--- src/rtl/cmt_pkg.sv ---
package cmt_pkg;
  localparam int ADDR_W = 8;
  localparam int DATA_W = 32;

  localparam logic [ADDR_W-1:0] OFS_START = 8'h00;
  localparam logic [ADDR_W-1:0] OFS_CTL   = 8'h10;
  localparam logic [ADDR_W-1:0] OFS_CNT   = 8'h14;
  localparam logic [ADDR_W-1:0] OFS_CMP   = 8'h18;

  localparam int B_MATCH  = 15;
  localparam int B_OVF    = 14;
  localparam int B_BUSY   = 13;
  localparam int B_STARTF = 12;
  localparam int B_STOPF  = 11;
  localparam int B_SSIE   = 10;
  localparam int B_MODE9  = 9;
  localparam int B_PERIOD = 8;
  localparam int B_IE     = 7;

  localparam logic [1:0] ROUTE_IRQ = 2'd2;

  typedef struct packed {
    logic       ssie;
    logic       mode9;
    logic       periodic;
    logic       ie;
    logic [1:0] route;
    logic [2:0] cks;
  } ctl_cfg_t;
endpackage

--- src/rtl/cmt_ref_sync.sv ---
module cmt_ref_sync #(
  parameter int STAGES = 2
) (
  input  logic clk,
  input  logic rst_n,
  input  logic ref_i,
  output logic edge_o
);
  logic [STAGES-1:0] sync_q;
  logic              last_q;

  genvar g;
  generate
    for (g = 0; g < STAGES; g++) begin : g_stage
      if (g == 0) begin : g_first
        always_ff @(posedge clk or negedge rst_n) begin
          if (!rst_n) sync_q[g] <= 1'b0;
          else        sync_q[g] <= ref_i;
        end
      end else begin : g_next
        always_ff @(posedge clk or negedge rst_n) begin
          if (!rst_n) sync_q[g] <= 1'b0;
          else        sync_q[g] <= sync_q[g-1];
        end
      end
    end
  endgenerate

  always_ff @(posedge clk or negedge rst_n) begin
    if (!rst_n) last_q <= 1'b0;
    else        last_q <= sync_q[STAGES-1];
  end

  assign edge_o = sync_q[STAGES-1] & ~last_q;


  single_edge_chk: assert property (@(posedge clk) disable iff (!rst_n)
    edge_o |=> !edge_o);
endmodule

--- src/rtl/cmt_prescaler.sv ---
module cmt_prescaler #(
  parameter int DIV_W = 7
) (
  input  logic       clk,
  input  logic       rst_n,
  input  logic       run_i,
  input  logic       slow_edge_i,
  input  logic [2:0] sel_i,
  output logic       tick_o
);
  logic [DIV_W-1:0] pcnt_q, pcnt_d;
  logic [DIV_W-1:0] limit;
  logic             enabled;

  always_comb begin
    case (sel_i)
      3'd4:    limit = DIV_W'(7);
      3'd5:    limit = DIV_W'(31);
      3'd6:    limit = DIV_W'(127);
      default: limit = '0;
    endcase
  end

  assign enabled = run_i & sel_i[2];

  always_comb begin
    pcnt_d = pcnt_q;
    tick_o = 1'b0;
    if (!enabled) begin
      pcnt_d = '0;
    end else if (slow_edge_i) begin
      if (pcnt_q >= limit) begin
        pcnt_d = '0;
        tick_o = 1'b1;
      end else begin
        pcnt_d = pcnt_q + 1'b1;
      end
    end
  end

  always_ff @(posedge clk or negedge rst_n) begin
    if (!rst_n) pcnt_q <= '0;
    else        pcnt_q <= pcnt_d;
  end


  halt_no_tick_chk: assert property (@(posedge clk) disable iff (!rst_n)
    !run_i |=> pcnt_q == '0);
endmodule

--- src/rtl/cmt_count_core.sv ---
module cmt_count_core #(
  parameter int CNT_W    = 32,
  parameter int LOAD_LAT = 2
) (
  input  logic             clk,
  input  logic             rst_n,
  input  logic             slow_edge_i,
  input  logic             tick_i,
  input  logic             periodic_i,
  input  logic [CNT_W-1:0] cmp_i,
  input  logic             wr_i,
  input  logic [CNT_W-1:0] wdata_i,
  output logic [CNT_W-1:0] cnt_o,
  output logic             pend_o,
  output logic             match_o,
  output logic             ovf_o
);
  localparam int LAT_W = $clog2(LOAD_LAT + 1);
  localparam logic [CNT_W-1:0] CNT_MAX = {CNT_W{1'b1}};

  logic [CNT_W-1:0] cnt_q, cnt_d, wval_q, wval_d;
  logic             pend_q, pend_d;
  logic [LAT_W-1:0] lat_q, lat_d;
  logic             load_now;

  assign load_now = pend_q & slow_edge_i & (lat_q == LAT_W'(LOAD_LAT - 1));

  always_comb begin
    cnt_d   = cnt_q;
    wval_d  = wval_q;
    pend_d  = pend_q;
    lat_d   = lat_q;
    match_o = 1'b0;
    ovf_o   = 1'b0;
    if (load_now) begin
      cnt_d  = wval_q;
      pend_d = 1'b0;
      lat_d  = '0;
    end else begin
      if (pend_q && slow_edge_i) lat_d = lat_q + 1'b1;
      if (wr_i && !pend_q) begin
        pend_d = 1'b1;
        wval_d = wdata_i;
        lat_d  = '0;
      end
      if (tick_i) begin
        match_o = (cnt_q == cmp_i);
        if (periodic_i && match_o) begin
          cnt_d = '0;
        end else begin
          cnt_d = cnt_q + 1'b1;
          ovf_o = (cnt_q == CNT_MAX);
        end
      end
    end
  end

  always_ff @(posedge clk or negedge rst_n) begin
    if (!rst_n) begin
      cnt_q  <= '0;
      wval_q <= '0;
      pend_q <= 1'b0;
      lat_q  <= '0;
    end else begin
      cnt_q  <= cnt_d;
      wval_q <= wval_d;
      pend_q <= pend_d;
      lat_q  <= lat_d;
    end
  end

  assign cnt_o  = cnt_q;
  assign pend_o = pend_q;


  pend_hold_chk: assert property (@(posedge clk) disable iff (!rst_n)
    (pend_q && !slow_edge_i) |=> pend_q);

  pend_start_chk: assert property (@(posedge clk) disable iff (!rst_n)
    $rose(pend_q) |-> $past(wr_i));

  cnt_quiet_chk: assert property (@(posedge clk) disable iff (!rst_n)
    (!tick_i && !slow_edge_i) |=> $stable(cnt_q));
endmodule

--- src/rtl/cmt_channel.sv ---
module cmt_channel
  import cmt_pkg::*;
#(
  parameter int SYNC_STAGES = 2,
  parameter int LOAD_LAT    = 2,
  parameter int DIV_W       = 7
) (
  input  logic              clk,
  input  logic              rst_n,
  input  logic              ref_clk,
  input  logic              bus_we,
  input  logic [ADDR_W-1:0] bus_addr,
  input  logic [DATA_W-1:0] bus_wdata,
  output logic [DATA_W-1:0] bus_rdata,
  output logic              irq
);
  ctl_cfg_t          cfg_q, cfg_d;
  logic              run_q, run_d;
  logic              mflag_q, mflag_d, oflag_q, oflag_d;
  logic              stf_q, stf_d, spf_q, spf_d;
  logic [DATA_W-1:0] cmp_q, cmp_d;
  logic              wr_start, wr_ctl, wr_cnt, wr_cmp;
  logic              slow_edge, tick, pend, match_ev, ovf_ev;
  logic [DATA_W-1:0] cnt;

  assign wr_start = bus_we && (bus_addr == OFS_START);
  assign wr_ctl   = bus_we && (bus_addr == OFS_CTL);
  assign wr_cnt   = bus_we && (bus_addr == OFS_CNT);
  assign wr_cmp   = bus_we && (bus_addr == OFS_CMP);

  cmt_ref_sync #(.STAGES(SYNC_STAGES)) u_sync (
    .clk(clk), .rst_n(rst_n), .ref_i(ref_clk), .edge_o(slow_edge));

  cmt_prescaler #(.DIV_W(DIV_W)) u_presc (
    .clk(clk), .rst_n(rst_n), .run_i(run_q), .slow_edge_i(slow_edge),
    .sel_i(cfg_q.cks), .tick_o(tick));

  cmt_count_core #(.CNT_W(DATA_W), .LOAD_LAT(LOAD_LAT)) u_core (
    .clk(clk), .rst_n(rst_n), .slow_edge_i(slow_edge), .tick_i(tick),
    .periodic_i(cfg_q.periodic), .cmp_i(cmp_q), .wr_i(wr_cnt),
    .wdata_i(bus_wdata), .cnt_o(cnt), .pend_o(pend),
    .match_o(match_ev), .ovf_o(ovf_ev));

  always_comb begin
    cfg_d   = cfg_q;
    run_d   = run_q;
    cmp_d   = cmp_q;
    mflag_d = mflag_q;
    oflag_d = oflag_q;
    stf_d   = stf_q;
    spf_d   = spf_q;
    if (wr_ctl) begin
      cfg_d.ssie     = bus_wdata[B_SSIE];
      cfg_d.mode9    = bus_wdata[B_MODE9];
      cfg_d.periodic = bus_wdata[B_PERIOD];
      cfg_d.ie       = bus_wdata[B_IE];
      cfg_d.route    = bus_wdata[5:4];
      cfg_d.cks      = bus_wdata[2:0];
      mflag_d = mflag_q & bus_wdata[B_MATCH];
      oflag_d = oflag_q & bus_wdata[B_OVF];
      stf_d   = stf_q & bus_wdata[B_STARTF];
      spf_d   = spf_q & bus_wdata[B_STOPF];
    end
    if (wr_start) begin
      run_d = bus_wdata[0];
      if (bus_wdata[0] && !run_q) stf_d = 1'b1;
      if (!bus_wdata[0] && run_q) spf_d = 1'b1;
    end
    if (wr_cmp)   cmp_d   = bus_wdata;
    if (match_ev) mflag_d = 1'b1;
    if (ovf_ev)   oflag_d = 1'b1;
  end

  always_ff @(posedge clk or negedge rst_n) begin
    if (!rst_n) begin
      cfg_q   <= '0;
      run_q   <= 1'b0;
      cmp_q   <= '1;
      mflag_q <= 1'b0;
      oflag_q <= 1'b0;
      stf_q   <= 1'b0;
      spf_q   <= 1'b0;
    end else begin
      cfg_q   <= cfg_d;
      run_q   <= run_d;
      cmp_q   <= cmp_d;
      mflag_q <= mflag_d;
      oflag_q <= oflag_d;
      stf_q   <= stf_d;
      spf_q   <= spf_d;
    end
  end

  always_comb begin
    bus_rdata = '0;
    case (bus_addr)
      OFS_START: bus_rdata[0] = run_q;
      OFS_CTL: begin
        bus_rdata[B_MATCH]  = mflag_q;
        bus_rdata[B_OVF]    = oflag_q;
        bus_rdata[B_BUSY]   = pend;
        bus_rdata[B_STARTF] = stf_q;
        bus_rdata[B_STOPF]  = spf_q;
        bus_rdata[B_SSIE]   = cfg_q.ssie;
        bus_rdata[B_MODE9]  = cfg_q.mode9;
        bus_rdata[B_PERIOD] = cfg_q.periodic;
        bus_rdata[B_IE]     = cfg_q.ie;
        bus_rdata[5:4]      = cfg_q.route;
        bus_rdata[2:0]      = cfg_q.cks;
      end
      OFS_CNT: bus_rdata = cnt;
      OFS_CMP: bus_rdata = cmp_q;
      default: bus_rdata = '0;
    endcase
  end

  assign irq = ((cfg_q.route == ROUTE_IRQ) && cfg_q.ie && (mflag_q || oflag_q))
             || (cfg_q.ssie && (stf_q || spf_q));


  match_src_chk: assert property (@(posedge clk) disable iff (!rst_n)
    $rose(mflag_q) |-> $past(match_ev));

  ovf_src_chk: assert property (@(posedge clk) disable iff (!rst_n)
    $rose(oflag_q) |-> $past(ovf_ev));

  match_clear_chk: assert property (@(posedge clk) disable iff (!rst_n)
    $fell(mflag_q) |-> $past(wr_ctl && !bus_wdata[B_MATCH]));

  irq_cause_chk: assert property (@(posedge clk) disable iff (!rst_n)
    irq |-> (mflag_q || oflag_q || stf_q || spf_q));

  stopped_cnt_chk: assert property (@(posedge clk) disable iff (!rst_n)
    (!run_q && !pend) |=> $stable(cnt));
endmodule

--- config.mk ---
export PLATFORM = sky130hd
export DESIGN_NAME = cmt_channel
export DESIGN_NICKNAME = d
export VERILOG_FILES = /design/src/rtl/cmt_pkg.sv /design/src/rtl/cmt_ref_sync.sv /design/src/rtl/cmt_prescaler.sv /design/src/rtl/cmt_count_core.sv /design/src/rtl/cmt_channel.sv
export SDC_FILE = /design/constraint.sdc
export NUM_CORES = 1
export LEC_CHECK = 0
export ABC_CLOCK_PERIOD_IN_PS = 3090
export BUFFER_PORTS_ARGS = -buffer_cell sky130_fd_sc_hd__buf_2
export CAP_MARGIN = 20
export CELL_PAD_IN_SITES_DETAIL_PLACEMENT = 1
export CELL_PAD_IN_SITES_GLOBAL_PLACEMENT = 2
export CORE_ASPECT_RATIO = 0.8
export CORE_MARGIN = 1
export CORE_UTILIZATION = 37
export CTS_CLUSTER_SIZE = 30
export DETAILED_ROUTE_END_ITERATION = 8
export MAX_ROUTING_LAYER = met4
export PLACE_DENSITY = 0.91
export SETUP_SLACK_MARGIN = 0.4
export SYNTH_ARGS = -nofsm -noshare
export SYNTH_HDL_FRONTEND = slang
export SYNTH_SLANG_ARGS = --single-unit
--- constraint.sdc ---
create_clock -name clk -period 3.09 [get_ports clk]
set_clock_uncertainty 0.1 [all_clocks]
set_input_delay 0.309 -clock clk [delete_from_list [all_inputs] [get_ports clk]]
set_output_delay 0.309 -clock clk [all_outputs]
set_load 0.05 [all_outputs]
==> results of run 1 <==
==> worst min path at each step <==
stage	to	slack [ns]	depth (start not counted)
after floorplan	cfg_q[0]	-0.09	0
after global placement	u_sync.sync_q[1]	0.25	0
after detailed placement	u_sync.sync_q[1]	0.26	0
after CTS	u_core.wval_q[23]	0.001	3
after global routing	u_core.wval_q[23]	0.02	3
final	u_core.wval_q[23]	0.01	3
==> state kept, by name (all words and copies together), names as in the netlist <==
name,flops
stf_q,1
u_core.lat_q,2
u_presc.pcnt_q,7
oflag_q,1
u_core.pend_o,1
spf_q,1
cmp_q,32
u_core.wval_q,32
cfg_q,9
u_core.cnt_o,32
mflag_q,1
u_sync.last_q,1
run_q,1
u_sync.sync_q,2
==> area by class of cell <==
type | count | area, µm² | area share
clock inverters | 12 | 218 | 0.0250
clock buffers | 20 | 457 | 0.0524
repair buffers | 130 | 888 | 0.102
multi-input cells | 573 | 3650 | 0.419
inverters | 19 | 71.3 | 0.00818
well taps | 253 | 317 | 0.0363
flip-flops and latches | 123 | 3120 | 0.358
==> per-stage QoR <==
step                power (W)  hold WS, ns  instance area [µm²]
floorplan             0.00251      -0.0866                 7110
global placement      0.00283        0.245                 7800
detailed placement    0.00285        0.258                 7800
CTS                   0.00525      0.00106                 8700
global route          0.00544       0.0154                 8720
finish                0.00523       0.0135                 8720
==> timing repair <==
action                                 CTS  global route
pin swaps                                1             0
endpoints found under the hold margin   57             0
gates resized for setup                  0             6
buffers inserted                         1             0
setup endpoints to repair                2            25
hold buffers                            22             0
==> tightest hold or removal path: stages <==
cell	delay, ns
buf_2	0.10
nand2_1	0.06
nand2_1	0.05
==> cell families after synthesis <==
group | Yosys count | synth area share
buffers and inverters | 75 | 0.0510
DFF | 123 | 0.438
AOI/OAI and AO/OA | 149 | 0.140
muxes | 43 | 0.0711
xor gates and xnor gates | 36 | 0.0443
adders and majority gates | 10 | 0.0176
and+or+nand+nor | 335 | 0.238
==> placed cells by master (no fill, tap or decap), drive strengths merged, types with 4 or more instances in the layout <==
cell,Yosys,layout
nand2,158,158
buf,26,108
dfrtp,91,91
nor2,48,48
o21ai,44,44
mux2,42,42
xnor2,33,33
dfstp,32,32
nand3,24,24
a21oi,23,23
dlygate4sd3,0,22
nand4,22,22
clkbuf,30,20
inv,19,19
a22o,19,19
a31oi,19,19
o211ai,18,18
and3,16,16
nor3,14,14
a222oi,13,13
nor4b,12,12
ha,10,10
nor4,8,8
nor2b,7,7
bufinv,0,6
clkinv,0,6
and2,5,5
nand3b,4,4
nand2b,4,4
a41oi,4,4
nand4b,4,4
==> where the power goes <==
| part | internal [W] | total [W] | switching, W |
|---|---|---|---|
| combinational | 0.000349 | 0.000858 | 0.000509 |
| sequential | 0.00179 | 0.00203 | 0.000242 |
| clock | 0.00155 | 0.00234 | 0.000790 |
==> metal layers <==
metal | up-vias | part of all wire | routed length, µm | track usage
met1 | 3311 | 0.47 | 11400 | 0.380
met5 | - | 0 | 0 | -
li1 | 2939 | - | - | -
met3 | 38 | 0.054 | 1300 | 0.0506
met4 | 0 | 0.016 | 380 | 0.0702
met2 | 209 | 0.46 | 11000 | 0.397
==> results.cfg, run 1 <==
[clock_network]
cts_tree = yes
clock_sinks = 123
root_buffer = clkbuf_16
clk_path_buf_depth = 2
cts_made_buffers = 17
clk_pin_slew_ns = 0.06
clk_latency_ns = 0.44
cts.htree.levels = 4

[power]
leakage_nw = 4.04
p_per_area_nw_per_um2 = 599
vdd_drop_max_mv = 0.292

[synth]
synthDistinctLibCells = 53
synth-seq-area-share = 0.438
ys.flop_type = dfrtp_1
yosysWarnings = 0
avgSynthCellArea_um2 = 9.23
synth-seq-cells = 123
synth.most_common_cell = nand2_1
synth_common_cells = nand2_1, dfrtp_1, nor2_1, o21ai_0, xnor2_1
netlist_top_cells_area = dfrtp_1, dfstp_2, nand2_1
synth-edff-count = 0
async_flop_share = 1.00
synth_top_area_share = 0.320
synth_area_leader_cell = dfrtp_1
syn_area_um2 = 7110
syn_inst = 771
syn_nets = 825

[detailed_routing]
first_pass_iters = 5
wire_per_inst_um = 21.3
routed_wl_um = 24100
vias = 6497
drc = 0
viasPerCell = 5.75
initialDrtViolationCount = 485
antenna_left = 0

[global_route]
grt_pass1_vias = 6819
grt_pass1_wl_um = 39200
grt-ovfl-total = 0
grt_max_degree = 56
antenna_found_initial = 0
track_usage = 0.270

[timing]
finalHoldViolCount = 0
fmax_mhz = 381
drv_slew = 0
fin_tns_setup_ns = 0
worst_slack_ns = 0.466
max_slew_margin = 0.456
rsz0062_at_grt = no
period_minus_slack_ns = 2.62
setup_viol = 0
period_share = 0.849
tightest_slew_ns = 0.808

[floorplanning]
die_h_um = 126
rows = 44
initial_core_util = 0.385
io_pins = 77
fp.dieW_um = 157
core_area_um2 = 18500
dieArea_um2 = 19800

[worst_setup_path]
required_ns = 3.29
path_buf_inv = 0
ff2ff_path_depth = 6
path_cells = nand4_2 -> nor4_4 -> and2_1 -> a21oi_1 -> o21ai_0 -> o211ai_1
cp-end-kind = flop
reg2reg_from = u_core.cnt_o[6]
path_depth = 6
crit_slowest_cell = nor4_4
critPathMaxFanout = 9
r2r_setup_slack_ns = 0.47
cp-start-kind = flop
cpLargestDelayFamily = simple AND/OR/NAND/NOR gates
cp_data_arrival_time_ns = 2.83
critPathKind = reg2reg
crit_path_end = u_core.cnt_o[25]
r2r_end = u_core.cnt_o[25]
max_stage_delay_ns = 0.67
critPathLaunch = u_core.cnt_o[6]

[place]
dp_hpwl_um = 16300
place_ws_ns = 0.422
gp_congestion = 0.846
io_buffers = 76
place_inst = 1075

[cells_and_area]
layout-drive-gt1-share = 0.249
nFillCells = 2141
final_cells = 1130
utilization = 0.472
syn_to_final_growth_pct = 22.6
fin_nets = 918
diodes = 0

[min_path]
hp-class = in2reg
min_from = bus_wdata[23]

[run]
drv_cap = 0

[run_status]
outcome = finished clean
Power figures use the tool's default switching activity.
==> inputs of run 2 (changes only) <==
--- a/config.mk
+++ b/config.mk
@@ -5,18 +5,18 @@
 export SDC_FILE = /design/constraint.sdc
 export NUM_CORES = 1
 export LEC_CHECK = 0
-export ABC_CLOCK_PERIOD_IN_PS = 3090
+export ABC_CLOCK_PERIOD_IN_PS = 2100
 export BUFFER_PORTS_ARGS = -buffer_cell sky130_fd_sc_hd__buf_2
 export CAP_MARGIN = 20
 export CELL_PAD_IN_SITES_DETAIL_PLACEMENT = 1
 export CELL_PAD_IN_SITES_GLOBAL_PLACEMENT = 2
 export CORE_ASPECT_RATIO = 0.8
 export CORE_MARGIN = 1
-export CORE_UTILIZATION = 37
+export CORE_UTILIZATION = 33
 export CTS_CLUSTER_SIZE = 30
 export DETAILED_ROUTE_END_ITERATION = 8
 export MAX_ROUTING_LAYER = met4
-export PLACE_DENSITY = 0.91
+export PLACE_DENSITY = 0.87
 export SETUP_SLACK_MARGIN = 0.4
 export SYNTH_ARGS = -nofsm -noshare
 export SYNTH_HDL_FRONTEND = slang
==> constraint.sdc (replaced) <==
create_clock -name clk -period 2.1 [get_ports clk]
set_clock_uncertainty 0.1 [all_clocks]
set_input_delay 0.21 -clock clk [delete_from_list [all_inputs] [get_ports clk]]
set_output_delay 0.21 -clock clk [all_outputs]
set_load 0.05 [all_outputs]
==> results.cfg, run 2 (synthesis results as in run 1) <==
[cells_and_area]
stdcell_area_um2 = 11900
nFillCells = 2179
layout-drive-gt1-share = 0.519
diodes = 0
fin_nets = 1072
regArea_um2 = 3120
mostFrequentLayoutCell = buf_4
syn_to_final_growth_pct = 67.9
multi_input_area_um2 = 4830
utilization = 0.570
final_cell_mix = buf_4, nand2_1, dfrtp_1

[timing]
max_slew_margin = 0.625
period_share = 1.22
finalHoldViolCount = 0
drv_slew = 0
hold_slack_ns = 0.178
period_minus_slack_ns = 2.57
tightest_slew_ns = 0.562
setup_viol = 70
rsz0062_at_grt = yes
worst_slack_ns = -0.465
fin_tns_setup_ns = -17.33
fmax_mhz = 390

[clock_network]
clk_pin_slew_ns = 0.07
cts_made_buffers = 17
clk_path_buf_depth = 2
cts_tree = yes
cts.htree.levels = 4
clk_latency_ns = 0.46
root_buffer = clkbuf_16
clock_sinks = 123

[detailed_routing]
routed_wl_um = 36200
antenna_left = 0
drc = 4
vias = 7992
first_pass_iters = 7
viasPerCell = 6.15
wire_per_inst_um = 27.8
initialDrtViolationCount = 686

[min_path]
hp-class = in2reg

[global_route]
grt_pass1_wl_um = 48900
grt-ovfl-total = 0
track_usage = 0.303
antenna_found_initial = 0
grt_pass1_vias = 8194
grt_max_degree = 72

[worst_setup_path]
max_stage_delay_ns = 0.51
path_cells = and2_4 -> inv_4 -> ha_4 -> a21oi_4 -> o21ai_4 -> a21oi_4 -> buf_6 -> buf_4 -> buf_6 -> nor3_2 -> o21ai_1 -> o211ai_1
critPathMaxFanout = 5
cp-end-kind = flop
cp_data_arrival_time_ns = 2.77
cp-start-kind = flop
crit_slowest_cell = dfrtp_1
critPathKind = reg2reg
required_ns = 2.31
path_buf_inv = 4
cpLargestDelayFamily = compound AO/OA/AOI/OAI gates

[run_status]
outcome = finished, violations left
failed_checks = DRC, setup timing

[power]
leakage_nw = 5.46
p_per_area_nw_per_um2 = 702
vdd_drop_max_mv = 0.521
finalPower_w = 0.00839

[floorplanning]
io_pins = 77
dieArea_um2 = 22100
die_h_um = 133
core_area_um2 = 20900
rows = 47
fp.dieW_um = 166
initial_core_util = 0.340

[place]
place_area_um2 = 9100
gp_congestion = 0.848
io_buffers = 76
dp_hpwl_um = 18300

[run]
drv_cap = 0
run 2: cell types whose count changed in the layout (fill, tap and decap cells not counted), sizes merged:
cell,change
buf,+136
clkinvlp,+1
clkinv,-2
nand2,+1
bufinv,-3
inv,+6
clkbuf,+3
dlygate4sd3,+12
run 2: path summary, 6_finish.rpt:
| check | from | end | slack, ns | cells after the start |
|---|---|---|---|---|
| worst min-delay path | bus_addr[2] | spf_q | 0.18 | 4 |
| worst max-delay path | cfg_q[2] | u_core.cnt_o[7] | -0.47 | 12 |
| worst min register to register | u_sync.sync_q[0] | u_sync.sync_q[1] | 0.26 | 0 |
| max in group asynchronous | rst_n | cmp_q[17] | 1.27 | 3 |
| min in group asynchronous | rst_n | u_core.wval_q[9] | 0.22 | 3 |
| worst max register to register | cfg_q[2] | u_core.cnt_o[7] | -0.47 | 12 |
run 2: repair_timing:
action / CTS / global route
buffers inserted: 14 / 10
hold buffers: 34 / 0
setup endpoints to repair: 108 / 152
pin swaps: 36 / 47
resized for setup: 190 / 156
cloned: 8 / 6
endpoints found under the hold margin: 183 / 0
run 2: metal layers:
metal,track usage,routed length (µm),up-vias
li1,-,-,3269
met1,0.359,14200,4060
met2,0.480,17100,472
met3,0.0722,2680,191
met4,0.162,2240,0
met5,-,0,-
run 2: cell type report:
| cell class | instances | area share |
|---|---|---|
| Multi-Input combinational cell | 574 | 0.405 |
| Sequential cell | 123 | 0.261 |
| Timing Repair Buffer | 283 | 0.247 |
| Clock buffer | 18 | 0.0368 |
| Tap cell | 269 | 0.0282 |
| Clock inverter | 14 | 0.0155 |
| Inverter | 19 | 0.00618 |
run 2: power breakdown:
| group | internal (W) | switching, W |
|---|---|---|
| combinational | 0.000974 | 0.00123 |
| sequential | 0.00263 | 0.000299 |
| clock | 0.00193 | 0.00133 |
| total | 0.00553 | 0.00286 |
run 2: metrics by stage:
stage / std cells / setup WS (ns)
final: 1300 / -0.465
after global routing: 1300 / -0.499
after CTS: 1284 / -0.196
after detailed placement: 1196 / -0.303
after global placement: 1196 / -0.190
after floorplan: 771 / -0.0556
run 2: worst min-delay path: stages:
cell	delay [ns]
buf_2	0.15
nor2_1	0.07
nand3_1	0.17
o21ai_1	0.08
==> inputs of run 3 (changes only) <==
--- a/config.mk
+++ b/config.mk
@@ -16,8 +16,9 @@
 export CTS_CLUSTER_SIZE = 30
 export DETAILED_ROUTE_END_ITERATION = 8
 export MAX_ROUTING_LAYER = met4
-export PLACE_DENSITY = 0.87
+export PLACE_DENSITY_LB_ADDON = 0.15
 export SETUP_SLACK_MARGIN = 0.4
+export SLEW_MARGIN = 10
 export SYNTH_ARGS = -nofsm -noshare
 export SYNTH_HDL_FRONTEND = slang
 export SYNTH_SLANG_ARGS = --single-unit
==> results.cfg, run 3 (synthesis results as in run 1) <==
[run_status]
outcome = finished, violations left
failed_checks = DRC, setup timing

[worst_setup_path]
path_cells = nand3b_1 -> ha_1 -> nand2_2 -> o21ai_2 -> a21oi_2 -> buf_6 -> buf_6 -> nor2_4 -> buf_4 -> buf_6 -> nand4b_1 -> a31oi_1
required_ns = 2.34
critPathMaxFanout = 6
cpLargestDelayFamily = simple AND/OR/NAND/NOR gates
crit_slowest_cell = dfrtp_1
cp-start-kind = flop
max_stage_delay_ns = 0.42
cp-end-kind = flop
cp_common_cell = buf_6
critPathKind = reg2reg
path_buf_inv = 4
cp_data_arrival_time_ns = 2.72

[cells_and_area]
diodes = 0
layout-drive-gt1-share = 0.509
syn_to_final_growth_pct = 65.8
fin_nets = 1082
mostFrequentLayoutCell = buf_4
nFillCells = 2234
regArea_um2 = 3120
multi_input_area_um2 = 4660
final_cell_mix = buf_4, nand2_1, dfrtp_1

[floorplanning]
fp.dieW_um = 166
die_h_um = 133
initial_core_util = 0.340
rows = 47
core_area_um2 = 20900
dieArea_um2 = 22100
io_pins = 77

[place]
dp_hpwl_um = 19500
gp_congestion = 0.937
io_buffers = 76
place_ws_ns = -0.474

[global_route]
grt_pass1_wl_um = 47200
gr-usage-met3 = 0.0541
antenna_found_initial = 0
grt-ovfl-total = 0
met1_usage = 0.374
grt_max_degree = 43
track_usage = 0.291
grt_pass1_vias = 7898
grt.busiest_layer = met2
use_met2 = 0.460

[power]
intPower_w = 0.00544
pwr-share-clk = 0.376
vdd_drop_max_mv = 0.614
p_per_area_nw_per_um2 = 686
p_sw_w = 0.00264
pwr-share-comb = 0.266
leakage_nw = 5.45
switching_share = 0.327
p_seq_frac = 0.359

[clock_network]
root_buffer = clkbuf_16
cts_tree = yes
cts_made_buffers = 17
clock_sinks = 123
clk_path_buf_depth = 2
clk_pin_slew_ns = 0.06
clk_latency_ns = 0.43
cts.htree.levels = 4

[detailed_routing]
vias = 7431
viasPerCell = 5.67
antenna_left = 0
initialDrtViolationCount = 410
drc = 2
routed_wl_um = 32500
wire_per_inst_um = 24.8
first_pass_iters = 9

[timing]
max_slew_margin = 0.579
worst_slack_ns = -0.376
hold_slack_ns = 0.172
period_minus_slack_ns = 2.48
rsz0062_at_grt = yes
finalHoldViolCount = 0
tightest_slew_ns = 0.632
period_share = 1.18
setup_viol = 107
fmax_mhz = 404
drv_slew = 0

[min_path]
hp-class = in2async

[run]
drv_cap = 0
[run 3: cell count changes in the layout (fill, tap and decap cells not counted), sizes merged]
cell,before,now
bufinv,3,2
clkinv,4,6
clkinvlp,1,2
inv,25,19
buf,244,254
or2,1,2
clkbuf,23,26
[run 3: metrics by stage]
| step | instances | util | setup TNS [ns] | cell area, µm² | power, W |
|---|---|---|---|---|---|
| after floorplan | 771 | - | -0.469 | 7610 | 0.00375 |
| after CTS | 1288 | 0.526 | -10.29 | 11000 | 0.00789 |
| after global routing | 1310 | 0.563 | -30.04 | 11800 | 0.00838 |
| after detailed placement | 1203 | 0.435 | -26.01 | 9100 | 0.00470 |
| after global placement | 1203 | 0.435 | -19.80 | 9100 | 0.00464 |
| final | 1310 | 0.563 | -23.39 | 11800 | 0.00809 |
[run 3: metal layers]
| metal | routed length [µm] | part of all wire | vias to the layer above |
|---|---|---|---|
| met3 | 1670 | 0.051 | 56 |
| met2 | 15400 | 0.47 | 238 |
| li1 | - | - | 3289 |
| met4 | 871 | 0.027 | 0 |
| met5 | 0 | 0 | - |
| met1 | 14500 | 0.45 | 3848 |
[run 3: path summary, 6_finish.rpt]
kind	from	endpoint	slack, ns	cells past startpoint
min in group clk	bus_addr[2]	run_q	0.24	4
max in group asynchronous	rst_n	cmp_q[2]	1.02	3
worst max register to register	cfg_q[0]	u_core.cnt_o[2]	-0.38	12
worst min register to register	u_sync.sync_q[0]	u_sync.sync_q[1]	0.28	0
worst max-delay path	cfg_q[0]	u_core.cnt_o[2]	-0.38	12
worst min-delay path	rst_n	cfg_q[7]	0.17	2
[run 3: final cells by class]
| cell class | count | share of cell area |
|---|---|---|
| flip-flops and latches | 123 | 0.265 |
| clock inverters | 10 | 0.00987 |
| multi-input cells | 575 | 0.395 |
| clock buffers | 22 | 0.0402 |
| inverters | 19 | 0.00626 |
| repair buffers | 292 | 0.256 |
| well taps | 269 | 0.0285 |
[run 3: power by group through the flow]
stage | registers, W | clock network, W | logic [W]
floorplan | 0.00287 | 0 | 0.000885
global placement | 0.00290 | 0 | 0.00174
detailed placement | 0.00291 | 0 | 0.00179
CTS | 0.00288 | 0.00307 | 0.00194
global route | 0.00293 | 0.00317 | 0.00228
finish | 0.00290 | 0.00304 | 0.00215
[run 3: what timing repair did]
| action | 4_1_cts | 5_1_grt |
|---|---|---|
| buffers inserted | 11 | 15 |
| endpoints found under the hold margin | 101 | 0 |
| cloned | 8 | 7 |
| hold buffers | 34 | 0 |
| resized for setup | 190 | 132 |
| pin swaps | 62 | 76 |
| setup endpoints to repair | 136 | 147 |
